`src/rtl/afmt_pkg.sv`:
```
package afmt_pkg;
   typedef enum logic [1:0] {
      PACK_TOP_ZERO = 2'd0,
      PACK_LOW_SIGN = 2'd1,
      PACK_HI_HALF  = 2'd2,
      PACK_LO_HALF  = 2'd3
   } rx_pack_e;
endpackage

```
`src/rtl/asf_ctl.sv`:
```
module asf_ctl #(
   parameter int CTL_W   = 18,
   parameter int TXF_BIT = 16,
   parameter int RXF_BIT = 17,
   parameter logic [CTL_W-1:0] RST_VAL = '0
) (
   input  logic             clk,
   input  logic             rst_n,
   input  logic             we,
   input  logic [CTL_W-1:0] wdata,
   output logic [CTL_W-1:0] q
);
   always_ff @(posedge clk or negedge rst_n) begin
      if (!rst_n) begin
         q <= RST_VAL;
      end else if (we) begin
         q <= wdata;
      end else begin
         q[TXF_BIT] <= 1'b0;
         q[RXF_BIT] <= 1'b0;
      end
   end
endmodule

```
`src/rtl/sfifo_core.sv`:
```
module sfifo_core #(
   parameter int DEPTH = 64,
   parameter int W     = 20,
   localparam int AW   = $clog2(DEPTH),
   localparam int CW   = AW + 1
) (
   input  logic          clk,
   input  logic          rst_n,
   input  logic          flush,
   input  logic          push,
   input  logic          pop,
   input  logic [W-1:0]  din,
   output logic [W-1:0]  dout,
   output logic [CW-1:0] count,
   output logic          empty,
   output logic          full,
   output logic          overrun,
   output logic          underrun
);
   localparam logic [CW-1:0] FULL_CNT = CW'(DEPTH);

   generate
      if (DEPTH != (1 << AW)) begin : g_bad_depth
         $error("sfifo_core: DEPTH must be a power of two");
      end
      if (DEPTH < 2) begin : g_small_depth
         $error("sfifo_core: DEPTH must be at least 2");
      end
   endgenerate

   logic [W-1:0]  mem [DEPTH];
   logic [AW-1:0] wp, rp;
   logic          push_ok, pop_ok;

   assign empty   = (count == '0);
   assign full    = (count == FULL_CNT);
   assign push_ok = push && !full;
   assign pop_ok  = pop && !empty;
   assign dout    = mem[rp];

   always_ff @(posedge clk) begin
      if (push_ok && !flush) begin
         mem[wp] <= din;
      end
   end

   always_ff @(posedge clk or negedge rst_n) begin
      if (!rst_n) begin
         wp       <= '0;
         rp       <= '0;
         count    <= '0;
         overrun  <= 1'b0;
         underrun <= 1'b0;
      end else if (flush) begin
         wp       <= '0;
         rp       <= '0;
         count    <= '0;
         overrun  <= 1'b0;
         underrun <= 1'b0;
      end else begin
         if (push_ok) wp <= wp + 1'b1;
         if (pop_ok)  rp <= rp + 1'b1;
         case ({push_ok, pop_ok})
            2'b10:   count <= count + 1'b1;
            2'b01:   count <= count - 1'b1;
            default: count <= count;
         endcase
         if (push && full)  overrun  <= 1'b1;
         if (pop && empty)  underrun <= 1'b1;
      end
   end
endmodule

```
`src/rtl/tx_unpack.sv`:
```
module tx_unpack #(
   parameter int WORD_W   = 32,
   parameter int SAMPLE_W = 20,
   parameter int RES      = 18,
   localparam int PAD     = SAMPLE_W - RES
) (
   input  logic [WORD_W-1:0]   word,
   input  logic                lsb_mode,
   output logic [SAMPLE_W-1:0] sample
);
   logic [RES-1:0] picked;

   always_comb begin
      if (lsb_mode) picked = word[RES-1:0];
      else          picked = word[WORD_W-1 -: RES];
   end

   generate
      if (PAD > 0) begin : g_pad
         assign sample = {picked, {PAD{1'b0}}};
      end else begin : g_nopad
         assign sample = picked;
      end
   endgenerate
endmodule

```
`src/rtl/rx_pack.sv`:
```
module rx_pack
   import afmt_pkg::*;
#(
   parameter int WORD_W   = 32,
   parameter int SAMPLE_W = 20,
   parameter int RES      = 18,
   localparam int HALF    = WORD_W / 2,
   localparam int FILL    = WORD_W - RES,
   localparam int DROP    = SAMPLE_W - RES
) (
   input  logic [SAMPLE_W-1:0] sample,
   input  rx_pack_e            mode,
   output logic [WORD_W-1:0]   word
);
   logic [RES-1:0]  top_bits;
   logic [HALF-1:0] half_bits;
   logic            sgn;

   assign top_bits  = sample[SAMPLE_W-1 -: RES];
   assign half_bits = sample[SAMPLE_W-1 -: HALF];
   assign sgn       = sample[SAMPLE_W-1];

   generate
      if (DROP > 0) begin : g_drop
         logic unused_low_bits;
         assign unused_low_bits = ^sample[DROP-1:0];
      end
   endgenerate

   always_comb begin
      unique case (mode)
         PACK_TOP_ZERO: word = {top_bits, {FILL{1'b0}}};
         PACK_LOW_SIGN: word = {{FILL{sgn}}, top_bits};
         PACK_HI_HALF:  word = {half_bits, {HALF{1'b0}}};
         PACK_LO_HALF:  word = {{HALF{sgn}}, half_bits};
         default:       word = '0;
      endcase
   end
endmodule

```
`src/rtl/audio_sample_fifo.sv`:
```
module audio_sample_fifo
   import afmt_pkg::*;
#(
   parameter int TX_DEPTH   = 64,
   parameter int RX_DEPTH   = 32,
   parameter int WORD_W     = 32,
   parameter int SAMPLE_W   = 20,
   parameter int SAMPLE_RES = 18,
   parameter int TXL_W      = 8,
   parameter int RXL_W      = 5,
   parameter int TX_LVL_RST = 48,
   parameter int RX_LVL_RST = 15,
   localparam int TXC_W     = $clog2(TX_DEPTH) + 1,
   localparam int RXC_W     = $clog2(RX_DEPTH) + 1,
   localparam int RXL_LO    = TXL_W,
   localparam int TXM_BIT   = TXL_W + RXL_W,
   localparam int RXM_LO    = TXM_BIT + 1,
   localparam int TXF_BIT   = RXM_LO + 2,
   localparam int RXF_BIT   = TXF_BIT + 1,
   localparam int CTL_W     = RXF_BIT + 1
) (
   input  logic                clk,
   input  logic                rst_n,
   input  logic                ctl_we,
   input  logic [CTL_W-1:0]    ctl_wdata,
   output logic [CTL_W-1:0]    ctl_rdata,
   input  logic                tx_wr_en,
   input  logic [WORD_W-1:0]   tx_wr_data,
   input  logic                tx_rd_en,
   output logic [SAMPLE_W-1:0] tx_sample,
   output logic                tx_empty,
   output logic                tx_full,
   output logic                tx_req,
   output logic                tx_overrun,
   output logic                tx_underrun,
   input  logic                rx_wr_en,
   input  logic [SAMPLE_W-1:0] rx_wr_sample,
   input  logic                rx_rd_en,
   output logic [WORD_W-1:0]   rx_rd_data,
   output logic                rx_empty,
   output logic                rx_full,
   output logic                rx_req,
   output logic                rx_overrun,
   output logic                rx_underrun
);
   localparam logic [CTL_W-1:0] CTL_RST =
      CTL_W'(TX_LVL_RST) | (CTL_W'(RX_LVL_RST) << RXL_LO);

   generate
      if (SAMPLE_RES > SAMPLE_W) begin : g_bad_res
         $error("audio_sample_fifo: SAMPLE_RES exceeds SAMPLE_W");
      end
      if (SAMPLE_W < WORD_W / 2 || SAMPLE_W >= WORD_W) begin : g_bad_width
         $error("audio_sample_fifo: SAMPLE_W must lie in [WORD_W/2, WORD_W)");
      end
      if (TX_LVL_RST >= (1 << TXL_W) || RX_LVL_RST >= (1 << RXL_W)) begin : g_bad_lvl
         $error("audio_sample_fifo: threshold reset value does not fit its field");
      end
   endgenerate

   logic [CTL_W-1:0]    ctl;
   logic [TXL_W-1:0]    tx_lvl;
   logic [RXL_W-1:0]    rx_lvl;
   logic                tx_lsb;
   rx_pack_e            rx_mode;
   logic [SAMPLE_W-1:0] tx_in_sample;
   logic [SAMPLE_W-1:0] rx_head;
   logic [TXC_W-1:0]    tx_cnt;
   logic [RXC_W-1:0]    rx_cnt;

   asf_ctl #(
      .CTL_W   (CTL_W),
      .TXF_BIT (TXF_BIT),
      .RXF_BIT (RXF_BIT),
      .RST_VAL (CTL_RST)
   ) u_ctl (
      .clk   (clk),
      .rst_n (rst_n),
      .we    (ctl_we),
      .wdata (ctl_wdata),
      .q     (ctl)
   );

   assign ctl_rdata = ctl;
   assign tx_lvl    = ctl[TXL_W-1:0];
   assign rx_lvl    = ctl[RXL_LO +: RXL_W];
   assign tx_lsb    = ctl[TXM_BIT];
   assign rx_mode   = rx_pack_e'(ctl[RXM_LO +: 2]);

   tx_unpack #(
      .WORD_W   (WORD_W),
      .SAMPLE_W (SAMPLE_W),
      .RES      (SAMPLE_RES)
   ) u_unpack (
      .word     (tx_wr_data),
      .lsb_mode (tx_lsb),
      .sample   (tx_in_sample)
   );

   sfifo_core #(
      .DEPTH (TX_DEPTH),
      .W     (SAMPLE_W)
   ) u_tx_q (
      .clk      (clk),
      .rst_n    (rst_n),
      .flush    (ctl[TXF_BIT]),
      .push     (tx_wr_en),
      .pop      (tx_rd_en),
      .din      (tx_in_sample),
      .dout     (tx_sample),
      .count    (tx_cnt),
      .empty    (tx_empty),
      .full     (tx_full),
      .overrun  (tx_overrun),
      .underrun (tx_underrun)
   );

   sfifo_core #(
      .DEPTH (RX_DEPTH),
      .W     (SAMPLE_W)
   ) u_rx_q (
      .clk      (clk),
      .rst_n    (rst_n),
      .flush    (ctl[RXF_BIT]),
      .push     (rx_wr_en),
      .pop      (rx_rd_en),
      .din      (rx_wr_sample),
      .dout     (rx_head),
      .count    (rx_cnt),
      .empty    (rx_empty),
      .full     (rx_full),
      .overrun  (rx_overrun),
      .underrun (rx_underrun)
   );

   rx_pack #(
      .WORD_W   (WORD_W),
      .SAMPLE_W (SAMPLE_W),
      .RES      (SAMPLE_RES)
   ) u_pack (
      .sample (rx_head),
      .mode   (rx_mode),
      .word   (rx_rd_data)
   );

   logic [31:0] tx_free;
   assign tx_free = 32'(TX_DEPTH) - 32'(tx_cnt);
   assign tx_req  = (tx_free >= 32'(tx_lvl));
   assign rx_req  = (32'(rx_cnt) >= (32'(rx_lvl) + 32'd1));
endmodule

```
`config.mk`:
```
export PLATFORM = sky130hd
export DESIGN_NAME = audio_sample_fifo
export DESIGN_NICKNAME = d
export VERILOG_FILES = /design/src/rtl/afmt_pkg.sv /design/src/rtl/asf_ctl.sv /design/src/rtl/sfifo_core.sv /design/src/rtl/tx_unpack.sv /design/src/rtl/rx_pack.sv /design/src/rtl/audio_sample_fifo.sv
export SDC_FILE = /design/constraint.sdc
export NUM_CORES = 2
export LEC_CHECK = 0
export BUFFER_PORTS_ARGS = -buffer_cell sky130_fd_sc_hd__buf_2
export CELL_PAD_IN_SITES_DETAIL_PLACEMENT = 1
export CELL_PAD_IN_SITES_GLOBAL_PLACEMENT = 1
export CORE_AREA = 5 5 525 527
export DETAILED_ROUTE_END_ITERATION = 8
export DIE_AREA = 0 0 530 532
export PLACE_DENSITY_LB_ADDON = 0.1
export SYNTH_ARGS = -nofsm -noshare
export SYNTH_HDL_FRONTEND = slang
export SYNTH_SLANG_ARGS = --single-unit
```
`constraint.sdc`:
```
create_clock -name clk -period 4.01 [get_ports clk]
set_input_delay 1.0025 -clock clk [delete_from_list [all_inputs] [get_ports clk]]
set_output_delay 1.0025 -clock clk [all_outputs]
set_load 0.02 [all_outputs]
```
==> flow_summary.json <==
{
  "status": "complete, but fails checks",
  "violations": "setup timing",
  "fmax_mhz": 209,
  "start_kind": "flip-flop",
  "final_common_cell": "edfxtp_1",
  "end_kind": "output pin",
  "antenna_found_initial": 15,
  "io_buffers": 152,
  "path_class": "reg -> out",
  "coreArea_mm2": 0.270,
  "rsz0062_at_grt": "yes",
  "io_pins": 157,
  "fin_crit_sh": 1.20,
  "cts_max_level": 4,
  "rows": 191,
  "setup_viol": 51,
  "crit_arrival_ps": 3790,
  "clockBufferDepth": 4,
  "drt_iter0_drc": 2580,
  "seq_area_frac_synth": 0.764,
  "register_area_mm2": 0.0534,
  "numCtsBuffers": 207,
  "syn-cell-area_mm2": 0.0698,
  "power_density_mw_per_mm2": 653,
  "yosysUniqueCellTypes": 52,
  "hold_viol_final": 0,
  "leakage_nw": 26.8,
  "peakVddDrop_uv": 431,
  "post-place-ws_ps": -99.1,
  "nFillCells": 26673,
  "initial_core_util": 0.258,
  "vias": 34062,
  "clock_latency_ps": 850,
  "first_global_vias": 37286,
  "cp_top_family": "multiplexers",
  "clock-root-buffer": "clkbuf_16",
  "cts_sinks": 1785,
  "syn_to_final_growth_pct": 23.3,
  "drive_gt1_frac": 0.406,
  "setup_tns_ps": -28100,
  "syn_area_per_cell_um2": 22.6,
  "cts_tree": "done",
  "vias_per_cell": 4.64,
  "nets": 3703,
  "dr.pass1.iters": 7,
  "clk_pin_slew_worst_paths_ps": 60,
  "fin_ws_ps": -785,
  "routed_wl_um": 213000,
  "grt_max_degree": 65,
  "synth_ff_type": "edfxtp_1",
  "synth_edf_count": 1728,
  "slew_headroom": 0.183,
  "grt_overflow": 0,
  "max_cap_violations": 0,
  "die_w_um": 530,
  "layout_common_cells": "edfxtp_1, mux4_2, clkbuf_16",
  "wl_per_cell_um": 29.1,
  "cp_cell_sequence": "buf_12, buf_12, buf_12, buf_16, mux4_2, mux4_2, mux4_2, buf_6",
  "drtAntennaViolNets": 0,
  "ys_seq_elements": 1785,
  "drcViolationCount": 0,
  "floorplan.die_area_mm2": 0.282,
  "hp-class": "in -> async",
  "synthArstFlopShare": 0.0319,
  "critPathMaxFanout": 6,
  "grtUsageTotal": 0.149,
  "drv_slew": 0,
  "worst-path-buf-inv": 5,
  "yosys_warnings": 0,
  "finClkSkew_ps": 59.5,
  "hold_buffers": 0,
  "critPathMaxStageDelay_ps": 610,
  "dp_hpwl_um": 124000,
  "grt_pass1_wl_um": 295000,
  "critPathRequiredTime_ps": 3010,
  "die_h_um": 532,
  "multiInputGateArea_mm2": 0.0164,
  "syn_inst": 3093,
  "gp_congestion": 0.760,
  "ff2ff_path_depth": 11,
  "min_period_ps": 4790,
  "critical-path-slowest-cell": "mux4_2",
  "finalPower_mw": 56.2,
  "crit_cells": 8,
  "tightest_slew_ps": 1230
}
==> power breakdown <==
part / leakage (nW) / internal, mW / switching [mW]
Sequential: 16.2 / 21.2 / 0.369
Combinational: 7.37 / 8.08 / 8.34
Clock: 3.21 / 10.8 / 7.47
Total: 26.8 / 40.0 / 16.2
==> cell usage after synthesis (7+ instances only) <==
| master | number | area share |
|---|---|---|
| a21oi_1 | 42 | 0.0030 |
| a22oi_1 | 8 | 0.00086 |
| a31oi_1 | 7 | 0.00063 |
| buf_1 | 27 | 0.0015 |
| buf_2 | 39 | 0.0028 |
| buf_4 | 11 | 0.0012 |
| clkbuf_1 | 92 | 0.0049 |
| dfrtp_1 | 51 | 0.018 |
| edfxtp_1 | 1728 | 0.74 |
| ha_1 | 27 | 0.0048 |
| inv_1 | 23 | 0.0012 |
| mux2_2 | 27 | 0.0044 |
| mux2i_1 | 59 | 0.0085 |
| mux4_2 | 533 | 0.17 |
| nand2_1 | 59 | 0.0032 |
| nand2b_1 | 9 | 0.00081 |
| nand3_1 | 26 | 0.0019 |
| nand3b_1 | 10 | 0.0011 |
| nand4_1 | 11 | 0.00099 |
| nor2_1 | 155 | 0.0083 |
| nor2b_1 | 7 | 0.00063 |
| nor3_1 | 9 | 0.00065 |
| o21ai_0 | 28 | 0.0020 |
| o22ai_1 | 10 | 0.00090 |
| or3_1 | 9 | 0.00081 |
| xnor2_1 | 14 | 0.0018 |
| xor2_1 | 18 | 0.0023 |
==> worst register-to-register path: stages (launching register included) <==
cell and delay (ps):
dfrtp_1 410, inv_2 80, ha_4 180, inv_1 150
nor3_1 80, buf_4 150, nand2b_1 330, nor3_1 570
nand3b_1 580, buf_4 370, nor2_2 110, buf_4 440
==> sequential cells by signal, indices dropped and copies added, names as in the netlist <==
register,flops
u_ctl.q,18
u_rx_q.count,6
u_rx_q.mem,576
u_rx_q.overrun,1
u_rx_q.rp,5
u_rx_q.underrun,1
u_rx_q.wp,5
u_tx_q.count,7
u_tx_q.mem,1152
u_tx_q.overrun,1
u_tx_q.rp,6
u_tx_q.underrun,1
u_tx_q.wp,6
==> metrics by stage <==
stage / utilization / hold slack [ps] / instances / cell area [um2]
4_1_cts: 0.317 / 261 / 7315 / 85500
5_1_grt: 0.319 / 294 / 7329 / 86100
3_5_place_dp: 0.285 / 499 / 6867 / 76900
3_3_place_gp: 0.285 / 478 / 6867 / 76900
6_report: 0.319 / 291 / 7335 / 86100
2_1_floorplan: - / 527 / 3094 / 69800
==> final timing paths <==
check | start | endpoint | slack [ps]
max | u_tx_q.rp[0] | tx_sample[11] | -780
max in group asynchronous | rst_n | u_rx_q.rp[1] | 2870
min in group clk | ctl_wdata[1] | u_ctl.q[1] | 360
min | rst_n | u_ctl.q[12] | 290
min reg2reg | u_tx_q.overrun | u_tx_q.overrun | 500
max reg2reg | u_tx_q.count[0] | u_tx_q.mem[44][4] | 110
==> layer usage <==
| metal | wire length (um) | global-route usage | up-vias |
|---|---|---|---|
| met3 | 11000 | 0.0301 | 288 |
| met5 | 0 | 0 | - |
| li1 | - | - | 14109 |
| met1 | 97600 | 0.210 | 18847 |
| met2 | 99800 | 0.236 | 818 |
| met4 | 4750 | 0.0351 | 0 |
==> final cells by class <==
cell class                 instances  area share
antenna                            7    0.000204
clock buffer                     263      0.0644
clock inverter                   105      0.0115
inverter                          25     0.00115
multi-input combinational       1114       0.191
sequential                      1785       0.620
tap                             3570      0.0519
timing repair buffer             466      0.0598
==> repair_timing <==
| item | CTS | global route |
|---|---|---|
| resized for setup | 222 | 103 |
| pin swaps | 18 | 17 |
| setup buffers | 58 | 16 |
| endpoints found under the hold margin | 0 | 0 |
| endpoints found under the setup margin | 67 | 70 |
| gates cloned | 23 | 8 |
==> kinds of logic after synthesis <==
group / after synthesis / share of synthesized area
AOI/OAI and AO/OA: 117 / 0.0100
xor gates and xnor gates: 32 / 0.00402
adders and majority gates: 27 / 0.00484
buffers and inverters: 195 / 0.0119
DFF: 1785 / 0.764
muxes: 619 / 0.185
other: 1 / 0.0000537
and+or+nand+nor: 317 / 0.0205
Power figures use the tool's default switching activity.
